## src/rtl/vag_pkg.sv

```systemverilog
package vag_pkg;

  typedef enum logic [1:0] {
    MODE_SEQ    = 2'd0,
    MODE_STRIDE = 2'd1,
    MODE_INDEX  = 2'd2
  } modeE;

  // strobes from control to datapath
  typedef struct packed {
    logic capture;  // latch a new configuration
    logic step;     // advance to the next element
  } dpCtlT;

  function automatic logic [3:0] sizeBytes(input logic [1:0] w);
    return 4'(4'd1 << w);
  endfunction

endpackage

```

## src/rtl/vag_dp.sv

```systemverilog
module vag_dp
  import vag_pkg::*;
#(
  parameter int ADDR_W = 32,
  parameter int IDX_W  = 32
) (
  input  logic              clk,
  input  logic              rstN,
  input  dpCtlT             ctl,
  input  logic [ADDR_W-1:0] baseIn,
  input  logic [ADDR_W-1:0] strideIn,
  input  logic [1:0]        widthIn,
  input  logic [1:0]        modeIn,
  input  logic [IDX_W-1:0]  idxIn,
  output logic [ADDR_W-1:0] elemAddr,
  output logic [7:0]        byteEn,
  output logic              aligned
);

  logic [ADDR_W-1:0] baseQ, curQ, stepQ;
  logic [1:0]        widthQ;
  logic              indexQ;
  logic [ADDR_W-1:0] idxExt;
  logic [3:0]        sizeB;
  logic [15:0]       laneMask;
  logic [2:0]        lowMask;

  always_ff @(posedge clk or negedge rstN) begin
    if (!rstN) begin
      baseQ  <= '0;
      curQ   <= '0;
      stepQ  <= '0;
      widthQ <= '0;
      indexQ <= 1'b0;
    end else if (ctl.capture) begin
      baseQ  <= baseIn;
      curQ   <= baseIn;
      widthQ <= widthIn;
      indexQ <= (modeIn == MODE_INDEX);
      stepQ  <= (modeIn == MODE_STRIDE) ? strideIn : ADDR_W'(sizeBytes(widthIn));
    end else if (ctl.step) begin
      curQ <= curQ + stepQ;
    end
  end

  assign idxExt   = ADDR_W'($signed(idxIn));
  assign elemAddr = indexQ ? (baseQ + idxExt) : curQ;
  assign sizeB    = sizeBytes(widthQ);
  assign lowMask  = 3'(sizeB - 4'd1);
  assign aligned  = (elemAddr[2:0] & lowMask) == 3'd0;
  assign laneMask = (16'd1 << sizeB) - 16'd1;
  assign byteEn   = laneMask[7:0] << elemAddr[2:0];

endmodule

```

## src/rtl/vag_ctrl.sv

```systemverilog
module vag_ctrl
  import vag_pkg::*;
#(
  parameter int LEN_W  = 9,
  parameter int ELEM_W = 8
) (
  input  logic              clk,
  input  logic              rstN,
  input  logic              start,
  input  logic [LEN_W-1:0]  vecLen,
  input  logic              maskEn,
  input  logic              isStore,
  input  logic              isSigned,
  input  logic              stall,
  input  logic              maskBit,
  input  logic              aligned,
  output dpCtlT             ctl,
  output logic              reqValid,
  output logic              misalign,
  output logic [ELEM_W-1:0] reqElem,
  output logic              reqStore,
  output logic              reqSigned,
  output logic              busy,
  output logic              done
);

  typedef enum logic [1:0] {ST_IDLE, ST_RUN, ST_FIN} stateE;

  stateE            stateQ;
  logic [LEN_W-1:0] lenQ, cntQ;
  logic             maskQ, storeQ, signQ;
  logic             take, active, lastElem;

  assign take     = (stateQ == ST_RUN) && !stall;
  assign active   = !maskQ || maskBit;
  assign lastElem = cntQ == (lenQ - LEN_W'(1));

  assign ctl.capture = (stateQ == ST_IDLE) && start;
  assign ctl.step    = take;

  always_ff @(posedge clk or negedge rstN) begin
    if (!rstN) begin
      stateQ <= ST_IDLE;
      lenQ   <= '0;
      cntQ   <= '0;
      maskQ  <= 1'b0;
      storeQ <= 1'b0;
      signQ  <= 1'b0;
    end else begin
      case (stateQ)
        ST_IDLE: if (start) begin
          lenQ   <= vecLen;
          cntQ   <= '0;
          maskQ  <= maskEn;
          storeQ <= isStore;
          signQ  <= isSigned;
          stateQ <= (vecLen == '0) ? ST_FIN : ST_RUN;
        end
        ST_RUN: if (take) begin
          cntQ <= cntQ + LEN_W'(1);
          if (lastElem) stateQ <= ST_FIN;
        end
        default: stateQ <= ST_IDLE;
      endcase
    end
  end

  assign reqValid  = take && active && aligned;
  assign misalign  = take && active && !aligned;
  assign reqElem   = cntQ[ELEM_W-1:0];
  assign reqStore  = storeQ;
  assign reqSigned = signQ && !storeQ;
  assign busy      = (stateQ == ST_RUN);
  assign done      = (stateQ == ST_FIN);

endmodule

```

## src/rtl/vec_addr_gen.sv

```systemverilog
module vec_addr_gen
  import vag_pkg::*;
#(
  parameter int ADDR_W = 32,
  parameter int IDX_W  = 32,
  parameter int MAX_VL = 256,
  localparam int LEN_W  = $clog2(MAX_VL + 1),
  localparam int ELEM_W = $clog2(MAX_VL)
) (
  input  logic              clk,
  input  logic              rstN,
  input  logic              start,
  input  logic [ADDR_W-1:0] baseAddr,
  input  logic [1:0]        modeSel,
  input  logic [1:0]        widthSel,
  input  logic [ADDR_W-1:0] stride,
  input  logic [LEN_W-1:0]  vecLen,
  input  logic              maskEn,
  input  logic              isStore,
  input  logic              isSigned,
  input  logic              stall,
  input  logic              maskBit,
  input  logic [IDX_W-1:0]  idxIn,
  output logic              reqValid,
  output logic [ADDR_W-1:0] reqAddr,
  output logic [7:0]        reqByteEn,
  output logic [ELEM_W-1:0] reqElem,
  output logic              reqStore,
  output logic              reqSigned,
  output logic              misalign,
  output logic              busy,
  output logic              done
);

  dpCtlT ctl;
  logic  aligned;

  vag_ctrl #(.LEN_W(LEN_W), .ELEM_W(ELEM_W)) u_ctrl (
    .clk(clk), .rstN(rstN), .start(start), .vecLen(vecLen),
    .maskEn(maskEn), .isStore(isStore), .isSigned(isSigned),
    .stall(stall), .maskBit(maskBit), .aligned(aligned), .ctl(ctl),
    .reqValid(reqValid), .misalign(misalign), .reqElem(reqElem),
    .reqStore(reqStore), .reqSigned(reqSigned), .busy(busy), .done(done)
  );

  vag_dp #(.ADDR_W(ADDR_W), .IDX_W(IDX_W)) u_dp (
    .clk(clk), .rstN(rstN), .ctl(ctl), .baseIn(baseAddr),
    .strideIn(stride), .widthIn(widthSel), .modeIn(modeSel),
    .idxIn(idxIn), .elemAddr(reqAddr), .byteEn(reqByteEn),
    .aligned(aligned)
  );

endmodule

```

## config.mk

```make
export PLATFORM = sky130hd
export DESIGN_NAME = vec_addr_gen
export DESIGN_NICKNAME = d
export VERILOG_FILES = /design/src/rtl/vag_pkg.sv /design/src/rtl/vag_dp.sv /design/src/rtl/vag_ctrl.sv /design/src/rtl/vec_addr_gen.sv
export SDC_FILE = /design/constraint.sdc
export NUM_CORES = 1
export LEC_CHECK = 0
export CAP_MARGIN = 10
export CORE_ASPECT_RATIO = 1.5
export CORE_MARGIN = 5
export CORE_UTILIZATION = 45
export DETAILED_ROUTE_END_ITERATION = 8
export HOLD_SLACK_MARGIN = 0.05
export PLACE_DENSITY = 0.69
export SYNTH_ARGS = -nofsm -noshare
export SYNTH_HDL_FRONTEND = slang
export SYNTH_HIERARCHICAL = 1
export SYNTH_SLANG_ARGS = --single-unit
```

## constraint.sdc

```tcl
create_clock -name clk -period 7.21 [get_ports clk]
set_input_delay 0.721 -clock clk [delete_from_list [all_inputs] [get_ports clk]]
set_output_delay 0.721 -clock clk [all_outputs]
set_load 0.01 [all_outputs]
```

# Word-level counts from Yosys, hierarchy flattened
# Cells that the tools add are included.
[totals] reg_bits=122 out_inout_bits=54
[op_classes] n_addsub=6 eq_ne=8 shifts=4 muxes=12 bitwise_logic=1 reduce_logical=19
[ops] op="$mux 32" n=4
[ops] op="$add 32x32->32" n=2
[ops] op="$mux 9" n=2
[ops] op="$pmux 9 s2" n=1
[ops] op="$add 9x1->9 const B" n=1
[ops] op="$eq 9x9->1" n=1
[ops] op="$logic_not 9->1" n=1
[ops] op="$sub 9x1->9 const B" n=1
[ops] op="$mux 2" n=4
[ops] op="$shl 1x2->4 const A" n=2
[ops] op="$shl 1x4->8 const A" n=1
[ops] op="$shl 8x3->8" n=1
[ops] op="$sub 8x1->8 const B" n=1
[ops] op="$logic_and 1x1->1" n=6
[ops] op="$reduce_and 3->1" n=2
[ops] op="$eq 2x1->1 const B" n=2
[ops] op="$eq 2x2->1 const B" n=2
[ops] op="$logic_not 1->1" n=4
[ops] op="$ne 2x1->1 const B" n=2
[ops] op="$pmux 2 s2" n=1
[ops] op="$reduce_bool 2->1" n=2
[ops] op="$and 3x3->3" n=1
[ops] op="$logic_not 3->1" n=1
[ops] op="$sub 3x1->3 const B" n=1
[ops] op="other kinds (4)" n=4

# Depth between registers and ports, before layout
[logic_depth] ltp_word=6 ltp_mapped=12 ltp_nobuf=12

# Modules after synthesis
# Netlist, hierarchy kept.
[modules_own_cells] mod="vag_dp" instances=1 cells_per_inst=943 area_per_inst_um2=7868.8 seq_area_each_um2=2477.4
[modules_own_cells] mod="vag_ctrl" instances=1 cells_per_inst=133 area_per_inst_um2=1373.8 seq_area_each_um2=575.6

# Worst setup path before layout
# OpenSTA, ideal clock, no wires.
[synth_path] kind="input to output" startpoint="input port idxIn[0]" endpoint="output port reqAddr[28]" arrival_ps=2912 t_required_ps=6489 slack_ps=3577 stages=12 n_path_buf=0 path_cell_list="ha_1 -> inv_1 -> fa_1 -> nor2b_1 -> o31a_1 -> o311ai_2 -> a31o_2 -> a21oi_2 -> nor3b_1 -> a31oi_1 -> xnor2_1 -> mux2_2"
[synth_between] elab_chain_len=2
[synth_rtl] element="start: declaration" line="vec_addr_gen.sv:23" text="input logic [IDX_W-1:0] idxIn,"
[synth_rtl] element="$add 32x32->32" line="vag_dp.sv:47" text="assign elemAddr = indexQ ? (baseQ + idxExt) : curQ;"
[synth_rtl] element="$mux 32" line="vag_dp.sv:47"
[synth_rtl] element="end: declaration" line="vec_addr_gen.sv:25" text="output logic [ADDR_W-1:0] reqAddr,"
# Every way passes these cells.

# Final worst setup path
[layout_path] startpoint="input port idxIn[0]" endpoint="output port reqAddr[30]"
# The elaborated chain is that of the path after synthesis.

==> impl_metrics.json <==
{
  "status": "completed",
  "power_frac_comb_pct": 65.8,
  "cpMaxStageDelayCell": "clkdlybuf4s50_1",
  "finalMaxSlewViolations": 0,
  "die_area_um2": 23560,
  "hold_viol_final": 0,
  "min_period_ns": 5.261,
  "netlist.area_leader.share_pct": 33.03,
  "antenna_left": 0,
  "vias": 8261,
  "synth_common_cells": "dfrtp_1 (122), o21ai_0 (104), inv_1 (80), nand2_1 (80), a21oi_1 (74)",
  "num-nets-final": 1394,
  "timing.critical_path.cells": "clkdlybuf4s50_1, ha_1, inv_1, fa_1, nor2b_1, o31a_1, o311ai_2, a21o_1, a31oi_1, o21ai_1, o31ai_1, xor2_1, mux2_2, clkdlybuf4s50_1",
  "synth-edff-count": 0,
  "avgSynthCellArea_um2": 8.590,
  "startpoint_type": "primary input",
  "start_util_pct": 45.44,
  "via_per_inst": 5.555,
  "hp-class": "in2async",
  "io_buffers": 170,
  "rsz0062_at_grt": "no",
  "crit_buf_inv": 3,
  "regArea_um2": 3053,
  "netlist_instances": 1076,
  "grt_pass1_wl_mm": 41.30,
  "p_switching_mw": 2.886,
  "fillers": 1923,
  "grt_pass1_vias": 8421,
  "yosysSeqAreaShare_pct": 33.03,
  "cp_data_required_time_ns": 6.49,
  "cpMostUsedCell": "clkdlybuf4s50_1",
  "critical-path-max-stage-delay_ns": 0.48,
  "rows": 64,
  "dp_slack_ns": 2.065,
  "cts_resized": 0,
  "antenna_found_initial": 0,
  "synth-seq-cells": 122,
  "drt_iter0_drc": 402,
  "post_cts_buffers": 0,
  "synth.distinct_cells": 80,
  "yosysWarnings": 6,
  "synth_most_common_cell": "dfrtp_1",
  "fin_cells": 1487,
  "dpl.cell_count": 1455,
  "clock_latency_ns": 0.42,
  "tightest_slew_ns": 0.8756,
  "routed_wl_mm": 25.61,
  "core_um2": 20340,
  "die_w_um": 127.0,
  "clkPwrFrac_pct": 13.7,
  "intPower_mw": 3.647,
  "crit_family": "compound AO/OA/AOI/OAI gates",
  "postCtsHoldBufs": 0,
  "critPathCaptureType": "output pin",
  "htreeDepth": 4,
  "relSlewSlack_pct": 41.62,
  "place_hpwl_mm": 19.19,
  "tritoncts": "yes",
  "syn-num-nets": 1260,
  "hold_slack_ns": 0.3761,
  "gr-usage-all-layers_pct": 21.87,
  "path_class": "in2out",
  "ios": 171,
  "grt_max_degree": 190,
  "layout-drive-gt1-share_pct": 9.403,
  "max-cap-violations": 0,
  "syn-cell-area_um2": 9243,
  "fin_crit_sh_pct": 72.96,
  "cts-root-buf": "clkbuf_16",
  "peakVddDrop_uv": 416.4,
  "clockBufferDepth": 2,
  "powerDensity_nw_per_um2": 559.1,
  "drt-pass1-iter-count": 5,
  "area_growth_pct": 26.43,
  "max_freq_ghz": 0.1901,
  "ys.flop_type": "dfrtp_1",
  "cts.sinks": 122,
  "wl_per_cell_um": 17.22,
  "diodes": 0,
  "worst_slack_ns": 1.949,
  "cp_data_arrival_time_ns": 4.54,
  "setup_violations": 0,
  "async_reset_ff_share_pct": 100.0,
  "dieHeight_um": 185.5,
  "finalSetupTns_ns": 0,
  "grt_overflow_total": 0,
  "multiInputGateArea_um2": 5634,
  "synth.area.top_cells": "dfrtp_1 (33%), ha_1 (8.8%), o21ai_0 (5.6%)",
  "path_max_fanout": 3,
  "yosysTopAreaCell": "dfrtp_1",
  "gp_congestion": 0.9192,
  "cts_made_buffers": 17,
  "worst_clock_skew_ns": 0.01083,
  "clk_pin_slew_ns": 0.06,
  "p_seq_share_pct": 20.6,
  "p_leak_nw": 5.115,
  "sw_frac_of_total_pct": 44.17,
  "drcViolationCount": 0
}
[power groups by stage]
stage / sequential [mW] / clock, mW / combinational, mW
3_5_place_dp: 1.36 / 0 / 4.27
5_1_grt: 1.39 / 0.941 / 4.75
4_1_cts: 1.35 / 0.913 / 4.30
2_1_floorplan: 1.23 / 0 / 3.07
3_3_place_gp: 1.34 / 0 / 4.22
6_report: 1.35 / 0.892 / 4.30
[per-stage QoR]
stage / instance area, um2 / total power, mW / util, %
after detailed placement: 11070 / 5.621 / 54.45
after CTS: 11690 / 6.559 / 57.45
after global placement: 11070 / 5.563 / 54.45
after global routing: 11690 / 7.085 / 57.45
final: 11690 / 6.533 / 57.45
after floorplan: 9243 / 4.300 / -
[placed cells by master (no fill, tap or decap), types with 4 or more instances in the layout]
| cell type | n |
|---|---|
| o21bai_1 | 13 |
| a211oi_1 | 14 |
| clkinv_4 | 4 |
| o31ai_1 | 4 |
| xnor2_1 | 41 |
| nand2_1 | 80 |
| and3_1 | 8 |
| o21a_1 | 7 |
| nand2b_1 | 8 |
| a22oi_1 | 4 |
| nand4_1 | 16 |
| a21o_1 | 31 |
| a21oi_1 | 74 |
| o21ai_1 | 23 |
| clkbuf_16 | 17 |
| nand3_1 | 49 |
| nor2_1 | 60 |
| a21oi_2 | 7 |
| nor2b_1 | 15 |
| inv_1 | 80 |
| mux2i_1 | 25 |
| nor3_1 | 13 |
| a31oi_1 | 12 |
| or3_1 | 5 |
| buf_4 | 5 |
| o21ai_0 | 104 |
| mux2_2 | 40 |
| clkdlybuf4s50_1 | 169 |
| nor3b_1 | 7 |
| ha_1 | 65 |
| xor2_1 | 26 |
| dfrtp_1 | 122 |
[area by class of cell]
type | instances | share of cell area, %
multi-input combinational | 812 | 48.22
clock inverter | 14 | 1.467
clock buffer | 18 | 3.758
timing repair buffer | 175 | 14.97
tap | 264 | 2.827
sequential | 122 | 26.13
inverter | 82 | 2.634
[layer usage]
metal  vias to the layer above  GRT usage (%)  wire (um)
met3                        52          5.599       1477
li1                       4105              -          -
met2                       200          39.48      13330
met4                         0          8.802        843
met5                         -              0          0
met1                      3904          24.50       9954
[worst reg2reg max path, stage by stage, from the launching register on]
cell,delay (ns)
dfrtp_1,0.41
ha_1,0.25
fa_1,0.44
a211oi_1,0.28
o21bai_1,0.12
a21oi_2,0.27
o21ai_2,0.14
a21oi_1,0.40
o41ai_2,0.21
a41oi_1,0.28
xor2_1,0.19
o21ai_1,0.07
[registers in the layout, summed over array words and instances, names as in the netlist]
signal and count:
u_ctrl/cntQ 9, u_ctrl/lenQ 9, u_ctrl/maskQ 1, u_ctrl/reqStore 1
u_ctrl/signQ 1, u_ctrl/stateQ 2, u_dp/baseQ 32, u_dp/curQ 32
u_dp/indexQ 1, u_dp/stepQ 32, u_dp/widthQ 2
[final timing paths]
kind | start | slack, ns | end | depth (start not counted)
setup / recovery | idxIn[0] | 1.95 | reqAddr[30] | 14
hold / removal | rstN | 0.38 | u_dp/baseQ[4]$_DFFE_PN0P_ | 1
setup reg to reg | u_dp/curQ[0]$_DFFE_PN0P_ | 4.03 | u_dp/curQ[30]$_DFFE_PN0P_ | 11
hold reg to reg | u_dp/baseQ[5]$_DFFE_PN0P_ | 0.51 | u_dp/baseQ[5]$_DFFE_PN0P_ | 1
max in group asynchronous | rstN | 5.44 | u_dp/stepQ[23]$_DFFE_PN0P_ | 2
min in group clk | u_dp/baseQ[5]$_DFFE_PN0P_ | 0.51 | u_dp/baseQ[5]$_DFFE_PN0P_ | 1
[cells by family (layout without fill, tap and decap cells)]
kind of cell | count (synthesis) | after routing | synth area share, %
AOI/OAI and AO/OA | 329 | 329 | 22.22
DFF | 122 | 122 | 33.03
adders and majority gates | 67 | 67 | 9.232
xor gates and xnor gates | 67 | 67 | 6.349
and+or+nand+nor | 283 | 283 | 15.27
buffers and inverters | 142 | 289 | 6.160
muxes | 66 | 66 | 7.743
Note: power is estimated with default switching activity, not from simulation.
